### src/rtl/xzs_pkg.sv
package xzs_pkg;

   // Position of each value inside the five-point cross.
   typedef enum logic [2:0] {
      TAP_C = 3'd0,
      TAP_N = 3'd1,
      TAP_S = 3'd2,
      TAP_W = 3'd3,
      TAP_E = 3'd4
   } tap_e;

   localparam int unsigned NTAPS  = 5;
   localparam int unsigned NLINES = 2;

   function automatic int unsigned pop_taps(input logic [NTAPS-1:0] bits);
      int unsigned n;
      n = 0;
      for (int i = 0; i < int'(NTAPS); i++) begin
         n = n + int'(bits[i]);
      end
      return n;
   endfunction

endpackage

### src/rtl/xzs_linebuf.sv
// One row of delay: read-before-write circular store addressed by a shared
// pointer that wraps at the programmed row length.
module xzs_linebuf #(
   parameter int unsigned DW    = 12,
   parameter int unsigned DEPTH = 64,
   parameter int unsigned AW    = 6
) (
   input  logic          clk,
   input  logic          adv,
   input  logic [AW-1:0] ptr,
   input  logic [DW-1:0] wr_data,
   output logic [DW-1:0] rd_data
);

   if (DEPTH < 1) begin : g_bad_depth
      $error("xzs_linebuf: DEPTH must be at least 1");
   end
   if ((1 << AW) < DEPTH) begin : g_bad_aw
      $error("xzs_linebuf: AW too narrow for DEPTH");
   end

   logic [DW-1:0] mem [DEPTH];

   assign rd_data = mem[ptr];

   always_ff @(posedge clk) begin
      if (adv) begin
         mem[ptr] <= wr_data;
      end
   end

endmodule

### src/rtl/xzs_cross_eval.sv
// Combinational cross decision: counts enabled taps above each threshold.
module xzs_cross_eval
   import xzs_pkg::*;
#(
   parameter int unsigned DW     = 12,
   parameter int unsigned HI_MIN = 1,
   parameter int unsigned LO_MIN = 2
) (
   input  logic [NTAPS-1:0][DW-1:0] taps,
   input  logic [NTAPS-1:0]         tap_en,
   input  logic [DW-1:0]            hi_thr,
   input  logic [DW-1:0]            lo_thr,
   output logic                     keep
);

   if (HI_MIN < 1 || HI_MIN > NTAPS) begin : g_bad_hi
      $error("xzs_cross_eval: HI_MIN out of range");
   end
   if (LO_MIN < 1 || LO_MIN > NTAPS) begin : g_bad_lo
      $error("xzs_cross_eval: LO_MIN out of range");
   end

   logic [NTAPS-1:0] over_hi;
   logic [NTAPS-1:0] over_lo;

   // A disabled tap stands for an out-of-frame zero; zero never exceeds an
   // unsigned threshold, so disabling the compare is equivalent.
   for (genvar g = 0; g < NTAPS; g++) begin : g_cmp
      assign over_hi[g] = tap_en[g] && (taps[g] > hi_thr);
      assign over_lo[g] = tap_en[g] && (taps[g] > lo_thr);
   end

   assign keep = (pop_taps(over_hi) >= HI_MIN) && (pop_taps(over_lo) >= LO_MIN);

endmodule

### src/rtl/xzs_scan_ctrl.sv
// Frame sequencing: input acceptance, drain, line-buffer pointer and the
// coordinates of the position whose cross is complete.
module xzs_scan_ctrl #(
   parameter int unsigned CW = 7,
   parameter int unsigned RW = 7,
   parameter int unsigned XW = 6,
   parameter int unsigned YW = 6,
   parameter int unsigned QW = 13
) (
   input  logic          clk,
   input  logic          rst_n,
   input  logic [CW-1:0] cfg_cols,
   input  logic [RW-1:0] cfg_rows,
   input  logic          in_valid,
   output logic          in_ready,
   output logic          adv,
   output logic          frame_start,
   output logic [XW-1:0] ptr,
   output logic          cen_valid,
   output logic          cen_last,
   output logic [YW-1:0] cen_row,
   output logic [XW-1:0] cen_col,
   output logic [CW-1:0] lat_cols,
   output logic [RW-1:0] lat_rows
);

   logic [QW-1:0] step;       // index of the stream slot consumed next
   logic [XW-1:0] ptr_q;
   logic [XW-1:0] nxt_col;
   logic [YW-1:0] nxt_row;

   logic          idle;
   logic [CW-1:0] eff_cols;
   logic [RW-1:0] eff_rows;
   logic [QW-1:0] frame_len;
   logic [QW-1:0] last_step;
   logic          at_last;
   logic          ptr_end;
   logic          col_end;
   logic          cen_go;

   assign idle      = (step == '0);
   assign eff_cols  = idle ? cfg_cols : lat_cols;
   assign eff_rows  = idle ? cfg_rows : lat_rows;
   assign frame_len = QW'(eff_rows) * QW'(eff_cols);
   assign last_step = frame_len + QW'(eff_cols);
   assign at_last   = (step == last_step);
   assign ptr_end   = (CW'(ptr_q) == eff_cols - CW'(1));
   assign col_end   = (CW'(nxt_col) == eff_cols - CW'(1));

   // Real samples fill slots below frame_len; the rest of the frame is a
   // drain that runs one slot per cycle with zero data.
   assign in_ready    = (step < frame_len);
   assign adv         = in_ready ? in_valid : 1'b1;
   assign frame_start = adv && idle;
   // The cross of slot k is complete once slot k+cols+1 has been consumed.
   assign cen_go      = adv && (step > QW'(eff_cols));
   assign ptr         = ptr_q;

   always_ff @(posedge clk) begin
      if (!rst_n) begin
         step      <= '0;
         ptr_q     <= '0;
         nxt_col   <= '0;
         nxt_row   <= '0;
         cen_valid <= 1'b0;
         cen_last  <= 1'b0;
         cen_row   <= '0;
         cen_col   <= '0;
         lat_cols  <= '0;
         lat_rows  <= '0;
      end else begin
         cen_valid <= cen_go;
         cen_last  <= cen_go && at_last;
         if (frame_start) begin
            lat_cols <= cfg_cols;
            lat_rows <= cfg_rows;
         end
         if (adv) begin
            step  <= at_last ? '0 : step + QW'(1);
            ptr_q <= (at_last || ptr_end) ? '0 : ptr_q + XW'(1);
         end
         if (cen_go) begin
            cen_row <= nxt_row;
            cen_col <= nxt_col;
            if (at_last) begin
               nxt_col <= '0;
               nxt_row <= '0;
            end else if (col_end) begin
               nxt_col <= '0;
               nxt_row <= nxt_row + YW'(1);
            end else begin
               nxt_col <= nxt_col + XW'(1);
            end
         end
      end
   end

endmodule

### src/rtl/xzs_cluster_filter.sv
module xzs_cluster_filter
   import xzs_pkg::*;
#(
   parameter int unsigned DATA_W   = 12,
   parameter int unsigned MAX_COLS = 64,
   parameter int unsigned MAX_ROWS = 64,
   parameter int unsigned HI_MIN   = 1,
   parameter int unsigned LO_MIN   = 2,
   localparam int unsigned CW = $clog2(MAX_COLS + 1),
   localparam int unsigned RW = $clog2(MAX_ROWS + 1),
   localparam int unsigned XW = (MAX_COLS > 1) ? $clog2(MAX_COLS) : 1,
   localparam int unsigned YW = (MAX_ROWS > 1) ? $clog2(MAX_ROWS) : 1
) (
   input  logic              clk,
   input  logic              rst_n,
   input  logic [CW-1:0]     cfg_cols,
   input  logic [RW-1:0]     cfg_rows,
   input  logic [DATA_W-1:0] cfg_hi_thr,
   input  logic [DATA_W-1:0] cfg_lo_thr,
   input  logic              in_valid,
   output logic              in_ready,
   input  logic [DATA_W-1:0] in_data,
   output logic              out_valid,
   output logic [YW-1:0]     out_row,
   output logic [XW-1:0]     out_col,
   output logic [DATA_W-1:0] out_data,
   output logic              out_eof
);

   localparam int unsigned QW = $clog2(MAX_ROWS * MAX_COLS + MAX_COLS + 1);

   if (DATA_W < 1) begin : g_bad_dw
      $error("xzs_cluster_filter: DATA_W must be at least 1");
   end
   if (MAX_COLS < 1 || MAX_ROWS < 1) begin : g_bad_dims
      $error("xzs_cluster_filter: frame dimensions must be at least 1");
   end

   // ---------------- sequencing ----------------
   logic          adv;
   logic          frame_start;
   logic [XW-1:0] ptr;
   logic          cen_valid;
   logic          cen_last;
   logic [YW-1:0] cen_row;
   logic [XW-1:0] cen_col;
   logic [CW-1:0] lat_cols;
   logic [RW-1:0] lat_rows;

   xzs_scan_ctrl #(
      .CW (CW), .RW (RW), .XW (XW), .YW (YW), .QW (QW)
   ) u_ctrl (
      .clk         (clk),
      .rst_n       (rst_n),
      .cfg_cols    (cfg_cols),
      .cfg_rows    (cfg_rows),
      .in_valid    (in_valid),
      .in_ready    (in_ready),
      .adv         (adv),
      .frame_start (frame_start),
      .ptr         (ptr),
      .cen_valid   (cen_valid),
      .cen_last    (cen_last),
      .cen_row     (cen_row),
      .cen_col     (cen_col),
      .lat_cols    (lat_cols),
      .lat_rows    (lat_rows)
   );

   logic [DATA_W-1:0] hi_lat;
   logic [DATA_W-1:0] lo_lat;

   always_ff @(posedge clk) begin
      if (!rst_n) begin
         hi_lat <= '0;
         lo_lat <= '0;
      end else if (frame_start) begin
         hi_lat <= cfg_hi_thr;
         lo_lat <= cfg_lo_thr;
      end
   end

   // ---------------- row delay chain ----------------
   logic [DATA_W-1:0] slot_data;
   logic [DATA_W-1:0] lb_wr [NLINES];
   logic [DATA_W-1:0] lb_rd [NLINES];

   assign slot_data = in_ready ? in_data : '0;

   for (genvar g = 0; g < NLINES; g++) begin : g_line
      if (g == 0) begin : g_head
         assign lb_wr[g] = slot_data;
      end else begin : g_chain
         assign lb_wr[g] = lb_rd[g-1];
      end
      xzs_linebuf #(
         .DW (DATA_W), .DEPTH (MAX_COLS), .AW (XW)
      ) u_lb (
         .clk     (clk),
         .adv     (adv),
         .ptr     (ptr),
         .wr_data (lb_wr[g]),
         .rd_data (lb_rd[g])
      );
   end

   // After slot q is consumed: bot_q=x[q], mid_q=x[q-C], top_q=x[q-2C].
   // One further stage on each row places the centre at x[q-C-1].
   logic [DATA_W-1:0] bot_q, bot_q2;
   logic [DATA_W-1:0] mid_q, mid_q2, mid_q3;
   logic [DATA_W-1:0] top_q, top_q2;

   always_ff @(posedge clk) begin
      if (!rst_n) begin
         bot_q  <= '0;
         bot_q2 <= '0;
         mid_q  <= '0;
         mid_q2 <= '0;
         mid_q3 <= '0;
         top_q  <= '0;
         top_q2 <= '0;
      end else if (adv) begin
         bot_q  <= slot_data;
         bot_q2 <= bot_q;
         mid_q  <= lb_rd[0];
         mid_q2 <= mid_q;
         mid_q3 <= mid_q2;
         top_q  <= lb_rd[NLINES-1];
         top_q2 <= top_q;
      end
   end

   // ---------------- cross decision ----------------
   logic [NTAPS-1:0][DATA_W-1:0] taps;
   logic [NTAPS-1:0]             tap_en;
   logic                         keep;

   always_comb begin
      taps                = '0;
      taps[int'(TAP_C)]   = mid_q2;
      taps[int'(TAP_N)]   = top_q2;
      taps[int'(TAP_S)]   = bot_q2;
      taps[int'(TAP_W)]   = mid_q3;
      taps[int'(TAP_E)]   = mid_q;
      tap_en              = '0;
      tap_en[int'(TAP_C)] = 1'b1;
      tap_en[int'(TAP_N)] = (cen_row != '0);
      tap_en[int'(TAP_S)] = (RW'(cen_row) != lat_rows - RW'(1));
      tap_en[int'(TAP_W)] = (cen_col != '0);
      tap_en[int'(TAP_E)] = (CW'(cen_col) != lat_cols - CW'(1));
   end

   xzs_cross_eval #(
      .DW (DATA_W), .HI_MIN (HI_MIN), .LO_MIN (LO_MIN)
   ) u_eval (
      .taps   (taps),
      .tap_en (tap_en),
      .hi_thr (hi_lat),
      .lo_thr (lo_lat),
      .keep   (keep)
   );

   // ---------------- record register ----------------
   always_ff @(posedge clk) begin
      if (!rst_n) begin
         out_valid <= 1'b0;
         out_eof   <= 1'b0;
         out_row   <= '0;
         out_col   <= '0;
         out_data  <= '0;
      end else begin
         out_valid <= cen_valid && keep;
         out_eof   <= cen_valid && cen_last;
         if (cen_valid) begin
            out_row  <= cen_row;
            out_col  <= cen_col;
            out_data <= mid_q2;
         end
      end
   end

endmodule

### config.mk
export PLATFORM = sky130hd
export DESIGN_NAME = xzs_cluster_filter
export DESIGN_NICKNAME = d
export VERILOG_FILES = /design/src/rtl/xzs_pkg.sv /design/src/rtl/xzs_linebuf.sv /design/src/rtl/xzs_cross_eval.sv /design/src/rtl/xzs_scan_ctrl.sv /design/src/rtl/xzs_cluster_filter.sv
export SDC_FILE = /design/constraint.sdc
export NUM_CORES = 2
export LEC_CHECK = 0
export BUFFER_PORTS_ARGS = -buffer_cell sky130_fd_sc_hd__buf_2
export CELL_PAD_IN_SITES_DETAIL_PLACEMENT = 1
export CELL_PAD_IN_SITES_GLOBAL_PLACEMENT = 2
export CORE_UTILIZATION = 48
export DETAILED_ROUTE_END_ITERATION = 8
export PLACE_DENSITY = 0.87
export SYNTH_ARGS = -nofsm -noshare
export SYNTH_HDL_FRONTEND = slang
export SYNTH_SLANG_ARGS = --single-unit
### constraint.sdc
create_clock -name clk -period 11 [get_ports clk]
set_clock_uncertainty 0.05 [all_clocks]
set_input_delay 0 -clock clk [delete_from_list [all_inputs] [get_ports clk]]
set_output_delay 0 -clock clk [all_outputs]
set_load 0.01 [all_outputs]
==> run metrics <==
outcome finished clean; leak pwr 26.2 nW; Avg Inst Size Synth 16.8 sq um; hold slack 0.0791 ns; max_slew headroom 0.143; ys async rst share 0; clock share of power 0.374; Cell Area, Synth 70400 sq um; sw power 4.01 mW; CTS tree yes; clock root buffer clkbuf_16; Post-Place Worst Slack 1.29 ns; Post-synth EDFFs 1536; slowest CP cell and2_2; worst reg2reg path startpoint u_ctrl.step[1]; Site Rows 140; WHS Endpoint u_ctrl.lat_cols[1]; hold path start cfg_cols[1]; Placer Congestion 0.836; # hold bufs at CTS 102; most area-hungry cell type in the Yosys netlist edfxtp_1; Critical Path RT 11.38 ns; commonest register cell after synthesis edfxtp_1; number of gates resized after cts 0; setup tns final 0 ns; Setup CP Type reg2reg; DP Area 73500 sq um; Sw Share 0.262; CP Launch Type flop; R2R setup slack 1.30 ns; Top delay family on crit path simple AND/OR/NAND/NOR gates; Final Hold Fails 0; Int Pwr 11.3 mW; Die Wd 385 um; Synth Net Count 4462; Antenna Nets Post-Route 0; antenna violations before repair 5; clk sink count 1735; Pre-antenna DRT Iters 6; via/cell ratio 6.36; Max Buffers Root-to-Sink 3; FMAX 103 MHz; Inserted Clock Buffers 172; unrepaired setup endpoints after global routing no; Chip Height 385 um; HP Class in2reg; vias in the first global route 42800; post-route clock period utilization 0.882; hold depth 4; largest net degree at the start of global routing 98; IO Pins 80; Worst Tran Pin Value 1.29 ns; Comb power frac 0.140; sequential share of the synthesized area 0.711; Yosys warning count 0; Worst-path clk slew 0.06 ns; final instance area 80000 sq um; Pins Over Slew Limit 0; reg2reg path depth 21; Tot GR Track Use 0.273; Synth top area share 0.655; layout cells sized above 1 0.176; final setup fails 0; Worst VDD drop 193 uV; hpwl dp 118000 um; DIE AREA 148000 sq um; crit-path cells inv_1 -> ha_1 -> nor2b_1 -> nand4_2 -> mux2i_1 -> nand2b_1 -> fa_1 -> fa_1 -> fa_1 -> inv_1 -> fa_1 -> ha_1 -> a211oi_1 -> o211ai_1 -> a311oi_1 -> ha_1 -> nor2b_1 -> o21ai_0 -> nand2_1 -> nor3b_4 -> and2_2; DRT Wirelength 202000 um; IO Port Bufs 79; Final Worst Setup Slack 1.30 ns; power density cells 191 nW/um^2; CP bufs+invs 2; top cells by area, synth edfxtp_1 (65%), mux4_2 (8.1%), dfxtp_1 (5.7%); global route overflow 0; H-tree levels 4; Avg WL per Cell 31.2 um; vias post-DR 41300; Seq pwr share 0.486; area of the core 146000 sq um; Starting DRT DRC Count 4451; peak fanout along the critical path 64; arrival time worst endpoint 10.08 ns; number of synthesized register bits 1735; worst skew pair latency 0.83 ns; Final nets 4699; post-synthesis instance total 4198; Tmin final 9.70 ns; area grow syn2layout 13.5%; CP max stage delay 1.13 ns; Starting Density 0.484; Cell variety after synth 81; power after layout 15.3 mW; RR Endpoint g_line[0].u_lb.mem[40][8]; Setup Buffers After CTS 0; first-pass GRT wire length 293000 um; DRC violations left 0; crit end category flop; Max Cap Viol 0; Crit path top cell by count fa_1; Stages on worst setup path 21; fillers 13200
registers in the layout, indices dropped and copies added (netlist names), 7 cells and up, named ones only:
register	count
u_ctrl.lat_rows	7
bot_q2	12
g_line.u_lb.mem	1536
out_data	12
mid_q2	12
top_q2	12
u_ctrl.lat_cols	7
lo_lat	12
bot_q	12
mid_q	12
mid_q3	12
hi_lat	12
top_q	12
u_ctrl.step	13
worst max-delay path by stage:
stage,from,endpoint
after floorplan,u_ctrl.step[1],g_line[0].u_lb.mem[10][0]
after global placement,u_ctrl.step[1],g_line[0].u_lb.mem[42][8]
after detailed placement,u_ctrl.step[1],g_line[0].u_lb.mem[42][8]
after CTS,u_ctrl.step[1],g_line[0].u_lb.mem[40][8]
after global routing,u_ctrl.step[1],g_line[0].u_lb.mem[43][8]
final,u_ctrl.step[1],g_line[0].u_lb.mem[40][8]
worst min-delay path, cell delays in order:
cell and delay (ns):
dlygate4sd3_1 0.53, buf_2 0.19, nand2_1 0.09, a21oi_1 0.07
stage by stage:
stage,instances,utilization
final,6492,0.549
after global routing,6491,0.549
after CTS,6491,0.549
after detailed placement,6076,0.505
after global placement,6076,0.505
after floorplan,4198,-
synth_stat cells (39+ instances only):
library cell / instances
edfxtp_1: 1536
nand2_1: 281
mux4_2: 252
dfxtp_1: 199
nor2_1: 193
a22oi_1: 192
ha_1: 184
clkbuf_1: 178
a21oi_1: 160
a31oi_1: 103
a22o_1: 100
a221oi_1: 99
inv_1: 85
mux2i_1: 62
xnor2_1: 45
a21o_1: 42
o21ai_0: 40
nand4_1: 39
cell families (layout without fill, tap and decap cells):
group	count (synthesis)	in the layout	synth area share
buffers and inverters	323	699	0.0180
other	0	1	0
AO/OA/AOI/OAI	809	809	0.0814
XOR/XNOR	64	64	0.00842
AND/OR/NAND/NOR	727	727	0.0484
flip-flops	1735	1735	0.711
adder cells (fa/ha/maj)	212	212	0.0405
multiplexers	328	328	0.0918
power by group through the flow:
stage          combinational [mW]  sequential [mW]  clock, mW
2_1_floorplan                1.48             7.54          0
3_3_place_gp                 2.03             7.57          0
3_5_place_dp                 2.10             7.58          0
4_1_cts                      2.14             7.44       5.79
5_1_grt                      2.34             7.44       5.98
6_report                     2.15             7.44       5.72
cells in the final DEF (no fill, tap or decap), types with 40 or more instances in the layout:
| cell | Yosys | routed |
|---|---|---|
| dlygate4sd3_1 | 0 | 102 |
| a221oi_1 | 99 | 99 |
| clkbuf_1 | 178 | 41 |
| buf_4 | 3 | 108 |
| dfxtp_1 | 199 | 195 |
| a22o_1 | 100 | 100 |
| mux4_2 | 252 | 252 |
| xnor2_1 | 45 | 45 |
| a31oi_1 | 103 | 103 |
| nor2_1 | 193 | 126 |
| ha_1 | 184 | 184 |
| a22oi_1 | 192 | 192 |
| mux2i_1 | 62 | 62 |
| inv_1 | 85 | 85 |
| edfxtp_1 | 1536 | 1536 |
| buf_2 | 9 | 79 |
| a21oi_1 | 160 | 160 |
| o21ai_0 | 40 | 40 |
| nand2_1 | 281 | 280 |
| clkbuf_16 | 0 | 173 |
| a21o_1 | 42 | 42 |
| nor2_2 | 0 | 64 |
layer usage:
layer / wire length (um) / vias to the layer above / global-route usage / share of wire
li1: - / 17300 / - / -
met1: 76800 / 21400 / 0.358 / 0.38
met2: 100000 / 2172 / 0.457 / 0.50
met3: 16800 / 391 / 0.0413 / 0.083
met4: 8380 / 4 / 0.113 / 0.041
met5: 18 / - / 0 / 0.000089
cell type report:
cell class	instances	area, sq um	share of cell area
flip-flops and latches	1735	50100	0.627
multi-input cells	2140	19300	0.242
clock buffers	217	4520	0.0566
well taps	1917	2400	0.0300
repair buffers	295	2350	0.0294
clock inverters	96	908	0.0114
inverters	91	345	0.00432
diodes	1	2.50	0.0000313
No activity file was read; power rests on OpenSTA's default activity.
